<file path="src/rtl/pfd_pkg.sv">
// Shared types for the phase-frequency detector.
package pfd_pkg;
    // Pump command: bit 1 enables the driver, bit 0 is the level.
    typedef enum logic [1:0] {
        PUMP_Z  = 2'b00,
        PUMP_DN = 2'b10,
        PUMP_UP = 2'b11
    } pump_e;
endpackage

</file>
<file path="src/rtl/pfd_edge.sv">
// Rising-edge detector for one input that is already synchronous to clk.
// Assumes sig_i meets setup to clk; rise_o is combinational from sig_i
// and the stored previous sample.
module pfd_edge (
    input  logic clk,
    input  logic rst_n,
    input  logic sig_i,
    output logic rise_o
);
    logic prev_q;

    // Keep the previous sample so that a level change can be seen.
    always_ff @(posedge clk) begin
        if (!rst_n) prev_q <= 1'b0;
        else        prev_q <= sig_i;
    end

    // Flag a 0-to-1 transition.
    always_comb rise_o = sig_i & ~prev_q;
endmodule

</file>
<file path="src/rtl/pfd_core.sv">
// Two-flag detector with delayed reset feedback. Each rising edge arms its flag.
// With both flags armed, a hold counter runs, and both flags clear together
// once it reaches dly_cfg. A set that falls in the clear cycle wins.
// Assumes synchronous rise inputs; cnt_rst takes priority over everything.
module pfd_core #(
    parameter int DLY_W = 4
) (
    input  logic             clk,
    input  logic             rst_n,
    input  logic             cnt_rst,
    input  logic             ref_rise,
    input  logic             fb_rise,
    input  logic [DLY_W-1:0] dly_cfg,
    output logic             up_q,
    output logic             dn_q,
    output logic             done_o
);
    logic             both;
    logic             clr;
    logic [DLY_W-1:0] hold_q;

    // Decide when the hold has run its course.
    always_comb begin
        both   = up_q & dn_q;
        clr    = both && (hold_q == dly_cfg);
        done_o = clr & ~cnt_rst;
    end

    // Flags and hold counter.
    always_ff @(posedge clk) begin
        if (!rst_n || cnt_rst) begin
            up_q   <= 1'b0;
            dn_q   <= 1'b0;
            hold_q <= '0;
        end else begin
            up_q   <= (up_q & ~clr) | ref_rise;
            dn_q   <= (dn_q & ~clr) | fb_rise;
            hold_q <= (both && !clr) ? hold_q + 1'b1 : '0;
        end
    end

    // a reference edge arms the up flag.
    assert_ref_sets_up_R1: assert property (@(posedge clk) disable iff (!rst_n)
        (ref_rise && !cnt_rst) |=> up_q);
    // a feedback edge arms the down flag.
    assert_fb_sets_dn_R2: assert property (@(posedge clk) disable iff (!rst_n)
        (fb_rise && !cnt_rst) |=> dn_q);
    // with a nonzero hold, a fresh pair survives its first cycle.
    assert_min_width_R4: assert property (@(posedge clk) disable iff (!rst_n)
        ($rose(up_q & dn_q) && dly_cfg != '0 && !cnt_rst) |=> (up_q && dn_q));
    // counter reset empties both flags.
    assert_cnt_rst_clears_R6: assert property (@(posedge clk) disable iff (!rst_n)
        cnt_rst |=> (!up_q && !dn_q));
endmodule

</file>
<file path="src/rtl/pfd_lock.sv">
// Lock monitor. It counts the cycles of each event that have exactly one flag
// set and judges the event when the core signals done. After LOCK_N good events
// in a row it declares lock. lock_o is low while any flag is set.
// Assumes done_i is a single-cycle strobe from the core.
module pfd_lock #(
    parameter int WIN_W  = 4,
    parameter int LOCK_N = 4
) (
    input  logic             clk,
    input  logic             rst_n,
    input  logic             cnt_rst,
    input  logic             up_i,
    input  logic             dn_i,
    input  logic             done_i,
    input  logic [WIN_W-1:0] win_cfg,
    output logic             lock_o
);
    localparam int CW = $clog2(LOCK_N + 1);
    localparam logic [WIN_W:0] W_MAX = '1;

    logic [WIN_W:0] width_q;
    logic [CW-1:0]  good_q;
    logic           locked_q;
    logic           good;

    // Judge the finished event against the window.
    always_comb good = (width_q <= {1'b0, win_cfg});

    // One-sided width counter, restarted by each event end.
    always_ff @(posedge clk) begin
        if (!rst_n || cnt_rst)          width_q <= '0;
        else if (done_i)                width_q <= '0;
        else if ((up_i ^ dn_i) && width_q != W_MAX) width_q <= width_q + 1'b1;
    end

    // Consecutive-good counter and lock state.
    always_ff @(posedge clk) begin
        if (!rst_n || cnt_rst) begin
            good_q   <= '0;
            locked_q <= 1'b0;
        end else if (done_i) begin
            if (good) begin
                if (good_q != CW'(LOCK_N)) good_q <= good_q + 1'b1;
                locked_q <= (good_q >= CW'(LOCK_N - 1));
            end else begin
                good_q   <= '0;
                locked_q <= 1'b0;
            end
        end
    end

    // Show lock as high with low gaps during pump activity.
    always_comb lock_o = locked_q & ~(up_i | dn_i);

    // lock can only appear right after an event is judged.
    assert_lock_from_event_R7: assert property (@(posedge clk) disable iff (!rst_n)
        $rose(locked_q) |-> $past(done_i));
    // a bad event removes lock.
    assert_bad_drops_lock_R9: assert property (@(posedge clk) disable iff (!rst_n)
        (done_i && !good && !cnt_rst) |=> !locked_q);
    // counter reset removes lock.
    assert_rst_unlocks_R6: assert property (@(posedge clk) disable iff (!rst_n)
        cnt_rst |=> !locked_q);
endmodule

</file>
<file path="src/rtl/pfd_lock_top.sv">
// Phase-frequency detector top: edge detection, two-flag core, pump encoding
// and lock monitor. Inputs are assumed synchronous to clk; reset is
// synchronous active-low.
module pfd_lock_top #(
    parameter int DLY_W  = 4,
    parameter int WIN_W  = 4,
    parameter int LOCK_N = 4
) (
    input  logic             clk,
    input  logic             rst_n,
    input  logic             ref_in,
    input  logic             fb_in,
    input  logic             cnt_rst,
    input  logic [DLY_W-1:0] dly_cfg,
    input  logic [WIN_W-1:0] win_cfg,
    output logic             up_o,
    output logic             dn_o,
    output logic [1:0]       pump_o,
    output logic             lock_o
);
    import pfd_pkg::*;

    logic ref_rise, fb_rise, done;
    pump_e pump;

    pfd_edge u_ref_edge (.clk(clk), .rst_n(rst_n), .sig_i(ref_in), .rise_o(ref_rise));
    pfd_edge u_fb_edge  (.clk(clk), .rst_n(rst_n), .sig_i(fb_in),  .rise_o(fb_rise));

    pfd_core #(.DLY_W(DLY_W)) u_core (
        .clk(clk), .rst_n(rst_n), .cnt_rst(cnt_rst),
        .ref_rise(ref_rise), .fb_rise(fb_rise), .dly_cfg(dly_cfg),
        .up_q(up_o), .dn_q(dn_o), .done_o(done)
    );

    pfd_lock #(.WIN_W(WIN_W), .LOCK_N(LOCK_N)) u_lock (
        .clk(clk), .rst_n(rst_n), .cnt_rst(cnt_rst),
        .up_i(up_o), .dn_i(dn_o), .done_i(done), .win_cfg(win_cfg),
        .lock_o(lock_o)
    );

    // Map the flag pair onto the three-state pump command.
    always_comb begin
        case ({up_o, dn_o})
            2'b10:   pump = PUMP_UP;
            2'b01:   pump = PUMP_DN;
            default: pump = PUMP_Z;
        endcase
        pump_o = pump;
    end

    // a driven output never coincides with a balanced flag pair.
    assert_z_when_balanced_R3: assert property (@(posedge clk) disable iff (!rst_n)
        (up_o == dn_o) |-> !pump_o[1]);
    // lock never shows during pump activity.
    assert_lock_gap_R8: assert property (@(posedge clk) disable iff (!rst_n)
        (up_o || dn_o) |-> !lock_o);
endmodule

</file>
<file path="config.mk">
export PLATFORM = sky130hd
export DESIGN_NAME = pfd_lock_top
export DESIGN_NICKNAME = d
export VERILOG_FILES = /design/src/rtl/pfd_pkg.sv /design/src/rtl/pfd_edge.sv /design/src/rtl/pfd_core.sv /design/src/rtl/pfd_lock.sv /design/src/rtl/pfd_lock_top.sv
export SDC_FILE = /design/constraint.sdc
export NUM_CORES = 1
export LEC_CHECK = 0
export BUFFER_PORTS_ARGS = -buffer_cell sky130_fd_sc_hd__clkbuf_2
export CORE_ASPECT_RATIO = 1.25
export CORE_MARGIN = 1
export CORE_UTILIZATION = 40
export DETAILED_ROUTE_END_ITERATION = 12
export PLACE_DENSITY = 0.69
export REMOVE_ABC_BUFFERS = 1
export SLEW_MARGIN = 20
export SYNTH_ARGS = -nofsm -noshare
export SYNTH_HDL_FRONTEND = slang
export SYNTH_SLANG_ARGS = --single-unit
</file>
<file path="constraint.sdc">
create_clock -name clk -period 4.33 [get_ports clk]
set_clock_uncertainty 0.2 [all_clocks]
set_input_delay 0.6495 -clock clk [delete_from_list [all_inputs] [get_ports clk]]
set_output_delay 0.6495 -clock clk [all_outputs]
set_load 0.02 [all_outputs]
</file>
## After elaboration in Yosys (flattened, before gate mapping)

Index checks and enable logic that the tools add are counted.
Widths: inputs -> output; s select.

| cells by class | value |
|---|---|
| reduce and logical (&&, ||, !) cells | 9 |
| add/subtract/negate cells | 3 |
| order comparisons | 2 |
| bitwise logic cells | 17 |
| mux-type cells | 4 |
| eq/ne operators | 6 |

Operator list:

| cell | count |
|---|---|
| $and 1x1->1 | 7 |
| $mux 3 | 2 |
| $not 1->1 | 6 |
| $add 5x1->5 const B | 1 |
| $le 5x4->1 | 1 |
| $ne 5x5->1 const B | 1 |
| $add 4x1->4 const B | 1 |
| $eq 4x4->1 | 1 |
| $pmux 2 s2 | 1 |
| $reduce_or 2->1 | 2 |
| $add 3x1->3 const B | 1 |
| $ge 3x2->1 const B | 1 |
| $logic_and 1x1->1 | 3 |
| $ne 3x3->1 const B | 1 |
| $or 1x1->1 | 3 |
| $eq 2x1->1 const B | 1 |
| $eq 2x2->1 const B | 1 |
| $logic_not 1->1 | 2 |
| $ne 2x2->1 const B | 1 |
| $reduce_and 2->1 | 1 |
| $logic_or 1x1->1 | 1 |
| $mux 1 | 1 |
| $xor 1x1->1 | 1 |

| storage, ports and cells | value |
|---|---|
| bits of input ports | 13 |
| flip-flop bits (word level) | 17 |
| logic and storage cells | 49 |
| output and inout bits | 5 |

## Depth between registers and ports, before layout

| logic depth | value |
|---|---|
| depth in word-level cells | 6 |
| gate-level depth with buffers | 8 |
| gate-level depth less buffers | 7 |

## By module

Synthesis repeated with hierarchy kept, for this count alone.

| unflattened totals | value |
|---|---|
| cells, all modules | 109 |
| area total of the unflattened synthesis | 1041.0 um^2 |

By module, submodules not included:

| module | area an instance (um^2) | cells an instance | instances | sequential area each (um^2) |
|---|---|---|---|---|
| pfd_lock | 655.6 | 72 | 1 | 180.2 |
| pfd_core | 285.3 | 28 | 1 | 120.1 |
| pfd_edge | 40.0 | 3 | 2 | 20.0 |
| pfd_lock_top | 20.0 | 3 | 1 | 0.0 |

## Worst setup path after synthesis

No wires, ideal clock.

| timing path | value |
|---|---|
| kind | in2reg |
| from | input port win_cfg[3] |
| to | register u_lock.locked_q |
| path buffers | 0 |
| path slack | 2.133 ns |
| setup time | 0.068 ns |
| stages on the path | 7 |
| arrival time | 1.930 ns |
| data required time | 4.062 ns |
| path through | inv_1 -> ha_1 -> a211o_1 -> a31oi_1 -> a21oi_1 -> or3_1 -> a21oi_2 |

| between the ends | value |
|---|---|
| cells in the longest elaborated chain, start to end | 2 |

Ends and longest elaborated chain:

| what | line | RTL |
|---|---|---|
| from (decl) | pfd_lock_top.sv:15 | `input logic [WIN_W-1:0] win_cfg,` |
| $le 5x4->1 | pfd_lock.sv:27 | `always_comb good = (width_q <= {1'b0, win_cfg});` |
| $mux 1 | pfd_lock.sv:42 | `if (good) begin` |
| to (signal assigned) | pfd_lock.sv:44 | `locked_q <= (good_q >= CW'(LOCK_N - 1));` |
| to (decl) | pfd_lock.sv:23 | `logic locked_q;` |

Every way passes these cells.
A chain may end at the register's enable or synchronous reset.

## Worst setup path after layout

| timing path | value |
|---|---|
| from | register u_core.up_q |
| to | output port pump_o[1] |

| between the ends | value |
|---|---|
| cells in the longest elaborated chain, start to end | 2 |
| elaborated cells on any way between the ends | 3 |

Ends and longest elaborated chain:

| what | line | RTL |
|---|---|---|
| from (decl) | pfd_core.sv:14 | `output logic up_q,` |
| from (signal assigned) | pfd_core.sv:36 | `up_q <= (up_q & ~clr) \| ref_rise;` |
| $eq 2x1->1 / $eq 2x2->1 (equally long branches) | pfd_lock_top.sv:43 | `case ({up_o, dn_o})` |
| $pmux 2 s2 (*) | pfd_lock_top.sv:43 |  |
| to (decl) | pfd_lock_top.sv:18 | `output logic [1:0] pump_o,` |

Every way passes the cells marked *; elsewhere a longest branch is shown, timed or not.

==> impl_results.html <==
<table>
<tr><th>Metric</th><th>Value</th></tr>
<tr><th colspan="2">Drt</th></tr>
<tr><td>Detailed-routing iteration count for the pre-antenna-repair pass</td><td>3</td></tr>
<tr><td>Average wire per standard cell</td><td>10.4 µm</td></tr>
<tr><td>Drt first-iter violations</td><td>9</td></tr>
<tr><td>Final WL</td><td>1610 µm</td></tr>
<tr><td>Post-route ant nets</td><td>0</td></tr>
<tr><td>Vias per inst</td><td>4.78</td></tr>
<tr><td>Number of vias in the routed layout</td><td>736</td></tr>
<tr><td>Residual DRC count</td><td>0</td></tr>
<tr><th colspan="2">Synthesis</th></tr>
<tr><td>Number of enable-type register cells in the synthesized netlist</td><td>0</td></tr>
<tr><td>Area contributors post-synth</td><td>sky130_fd_sc_hd__dfxtp_1 36%, sky130_fd_sc_hd__ha_1 17%, sky130_fd_sc_hd__xor2_1 6.5%</td></tr>
<tr><td>FFs w/ async S/R, synth</td><td>0%</td></tr>
<tr><td>Warnings from Yosys</td><td>0</td></tr>
<tr><td>Leading register cell type out of synthesis</td><td>sky130_fd_sc_hd__dfxtp_1</td></tr>
<tr><td>Commonest cells post-synth</td><td>17 x sky130_fd_sc_hd__dfxtp_1, 14 x sky130_fd_sc_hd__nor2_1, 13 x sky130_fd_sc_hd__ha_1</td></tr>
<tr><td>Synthesized flop and latch total</td><td>17</td></tr>
<tr><td>Post-synthesis sequential area ratio</td><td>36.0%</td></tr>
<tr><td>Cell type with the highest aggregate area in the netlist</td><td>sky130_fd_sc_hd__dfxtp_1</td></tr>
<tr><td>Share of the synthesized area in the top cell type</td><td>36.0%</td></tr>
<tr><td>Cell variety after synth</td><td>31</td></tr>
<tr><td>Mapped Area</td><td>945 µm²</td></tr>
<tr><td>Mapped Cells</td><td>103</td></tr>
<tr><td>Synth Area per Inst</td><td>9.17 µm²</td></tr>
<tr><td>Most frequently used cell type in the post-synthesis netlist</td><td>sky130_fd_sc_hd__dfxtp_1</td></tr>
<tr><th colspan="2">Critical path</th></tr>
<tr><td>Crit path launch type</td><td>register</td></tr>
<tr><td>Required time worst endpoint</td><td>3480 ps</td></tr>
<tr><td>Kind of critical path</td><td>register to primary output</td></tr>
<tr><td>Highest net fanout along the worst path</td><td>5</td></tr>
<tr><td>Data arrival at the endpoint of the critical path</td><td>1260 ps</td></tr>
<tr><td>Critical Path Sink Type</td><td>primary output</td></tr>
<tr><td>Register-to-register setup slack</td><td>2370 ps</td></tr>
<tr><th colspan="2">Global routing</th></tr>
<tr><td>Busiest grt layer</td><td>met2</td></tr>
<tr><td>Via count of the first global-routing pass</td><td>769</td></tr>
<tr><td>Met3 demand-to-capacity share in global routing</td><td>2.89%</td></tr>
<tr><td>Maximum number of pins on one net before global-route repair</td><td>10</td></tr>
<tr><td>GR Util met1</td><td>17.0%</td></tr>
<tr><td>GR Layer Usage met2</td><td>28.0%</td></tr>
<tr><td>First-pass GRT wire length</td><td>2980 µm</td></tr>
<tr><td>Total overflow reported by the global router</td><td>0</td></tr>
<tr><td>Total track usage</td><td>16.2%</td></tr>
<tr><td>Number of antenna violations at the first check in global routing</td><td>0</td></tr>
<tr><th colspan="2">Floorplan</th></tr>
<tr><td># IOs</td><td>18</td></tr>
<tr><td>Number of core rows</td><td>19</td></tr>
<tr><td>Total Die Area</td><td>2560 µm²</td></tr>
<tr><td>X dimension of the die</td><td>45.5 µm</td></tr>
<tr><td>Vert. Die Dim</td><td>56.3 µm</td></tr>
<tr><td>Initial Util</td><td>42.7%</td></tr>
<tr><td>Standard cell core area</td><td>2210 µm²</td></tr>
<tr><th colspan="2">Finish</th></tr>
<tr><td>Share of final-layout standard cells stronger than drive strength 1</td><td>22.0%</td></tr>
<tr><td>Layout net count</td><td>150</td></tr>
<tr><td>Antenna Diode Count</td><td>0</td></tr>
<tr><td>Layout overhead on the synthesized area</td><td>15.5%</td></tr>
<tr><th colspan="2">Job</th></tr>
<tr><td>Reported max-cap violation count</td><td>0</td></tr>
<tr><th colspan="2">Clock network</th></tr>
<tr><td>Number of buffers inserted to repair setup after CTS</td><td>0</td></tr>
<tr><td>Num CTS Buffers</td><td>3</td></tr>
<tr><td>Hold buffer count at CTS</td><td>0</td></tr>
<tr><td>Worst-path clk slew</td><td>100 ps</td></tr>
<tr><td>Worst-Skew Late Latency</td><td>290 ps</td></tr>
<tr><td>Maximum buffer depth of the clock tree</td><td>2</td></tr>
<tr><td>Clock tree sinks</td><td>17</td></tr>
<tr><td>Post-CTS resize count</td><td>0</td></tr>
<tr><td>H-Tree Depth</td><td>1</td></tr>
<tr><td>Master cell of the clock root buffer</td><td>sky130_fd_sc_hd__clkbuf_4</td></tr>
<tr><td>TritonCTS clock tree</td><td>built</td></tr>
<tr><th colspan="2">Timing</th></tr>
<tr><td>Setup total negative slack</td><td>0 ps</td></tr>
<tr><td>Max Fclk</td><td>0.475 GHz</td></tr>
<tr><td>Unrepaired setup endpoints after global routing</td><td>no</td></tr>
<tr><td>Endpoints failing hold</td><td>0</td></tr>
<tr><td>Min Tclk post-route</td><td>2110 ps</td></tr>
<tr><td>Slew headroom</td><td>72.2%</td></tr>
<tr><td>Final setup viols</td><td>0</td></tr>
<tr><td>Max-slew violations</td><td>0</td></tr>
<tr><td>Tcrit/Tclk final</td><td>48.6%</td></tr>
<tr><td>Transition time at the pin with the least slew margin</td><td>416 ps</td></tr>
<tr><th colspan="2">Worst hold path</th></tr>
<tr><td>Hold Crit Class</td><td>register to register</td></tr>
<tr><th colspan="2">Outcome</th></tr>
<tr><td>Run status</td><td>finished clean</td></tr>
<tr><th colspan="2">Placement</th></tr>
<tr><td>IO Port Bufs</td><td>17</td></tr>
<tr><td>Weighted congestion at the end of routability-driven global placement</td><td>0.675</td></tr>
<tr><td>Post-DP HPWL</td><td>1310 µm</td></tr>
<tr><th colspan="2">Power and ir drop</th></tr>
<tr><td>Power per standard cell area</td><td>254 nW/µm²</td></tr>
<tr><td>Leak pwr</td><td>0.507 nW</td></tr>
<tr><td>Max IR drop VDD</td><td>0.145 mV</td></tr>
<tr><td>Total power</td><td>0.000277 W</td></tr>
</table>
==> critical path: stages, from the launching register on <==
cell and delay [ps]:
sky130_fd_sc_hd__dfxtp_1 420, sky130_fd_sc_hd__inv_1 60, sky130_fd_sc_hd__ha_1 320, sky130_fd_sc_hd__clkbuf_2 170
==> placed cells by master, fill, tap and decap left out, types with 2 or more instances in the layout <==
cell / count
sky130_fd_sc_hd__mux2i_1: 2
sky130_fd_sc_hd__nand4_1: 2
sky130_fd_sc_hd__nand2_1: 5
sky130_fd_sc_hd__a21oi_1: 4
sky130_fd_sc_hd__nor2b_1: 3
sky130_fd_sc_hd__a31oi_1: 2
sky130_fd_sc_hd__xnor2_1: 2
sky130_fd_sc_hd__and2_1: 3
sky130_fd_sc_hd__ha_1: 13
sky130_fd_sc_hd__clkbuf_2: 17
sky130_fd_sc_hd__nor2_1: 14
sky130_fd_sc_hd__dfxtp_1: 17
sky130_fd_sc_hd__xor2_1: 7
sky130_fd_sc_hd__inv_1: 11
sky130_fd_sc_hd__clkbuf_4: 3
==> final cells by class <==
cell class / instances / area, µm²
clock buffer: 4 / 26.3
fill: 229 / 1120
inverter: 11 / 41.3
multi-input combinational: 74 / 559
sequential: 17 / 340
tap: 31 / 38.8
timing repair buffer: 17 / 85.1
==> final timing paths <==
| kind | start | endpoint | depth (start not counted) |
|---|---|---|---|
| worst max register to register | u_lock.width_q[3] | u_lock.good_q[0] | 6 |
| worst max-delay path | u_core.up_q | pump_o[1] | 3 |
| worst min-delay path | u_lock.locked_q | u_lock.locked_q | 2 |
| worst min register to register | u_lock.locked_q | u_lock.locked_q | 2 |
==> per-layer routing <==
layer | routed length (µm) | up-vias
li1 | - | 384
met1 | 645 | 336
met2 | 868 | 12
met3 | 48 | 4
met4 | 43 | 0
met5 | 0 | -
==> power by group <==
group	internal [W]	total [W]	switching [W]
clock network	0.0000359	0.0000861	0.0000503
registers	0.000159	0.000160	0.00000187
logic	0.0000138	0.0000308	0.0000169
total	0.000208	0.000277	0.0000691
==> metrics by stage <==
stage	instance area, µm²	setup WS (ps)	utilization (%)	std cells	hold WS, ps
CTS	1090	2200	49.3	154	281
global placement	1060	2000	48.2	150	259
global route	1090	2040	49.3	154	310
floorplan	941	2130	-	102	236
finish	1090	2220	49.3	154	277
detailed placement	1060	1960	48.2	150	266
==> cell families (layout without fill, tap and decap cells) <==
| logic type | Yosys count | in the layout | synth area share (%) |
|---|---|---|---|
| compound gates | 13 | 13 | 9.80 |
| buf+inv | 12 | 32 | 4.77 |
| flops | 17 | 17 | 36.0 |
| fa+ha+maj | 13 | 13 | 17.2 |
| simple gates | 36 | 36 | 20.5 |
| mux | 3 | 3 | 3.31 |
| xor+xnor | 9 | 9 | 8.34 |
==> state kept, by name, summed over array words and instances, names as in the netlist <==
register           count
u_lock.width_q         5
u_core.hold_q          4
u_lock.good_q          3
u_core.dn_q            1
u_core.up_q            1
u_fb_edge.prev_q       1
u_lock.locked_q        1
u_ref_edge.prev_q      1
Note: power is estimated with default switching activity, not from simulation.
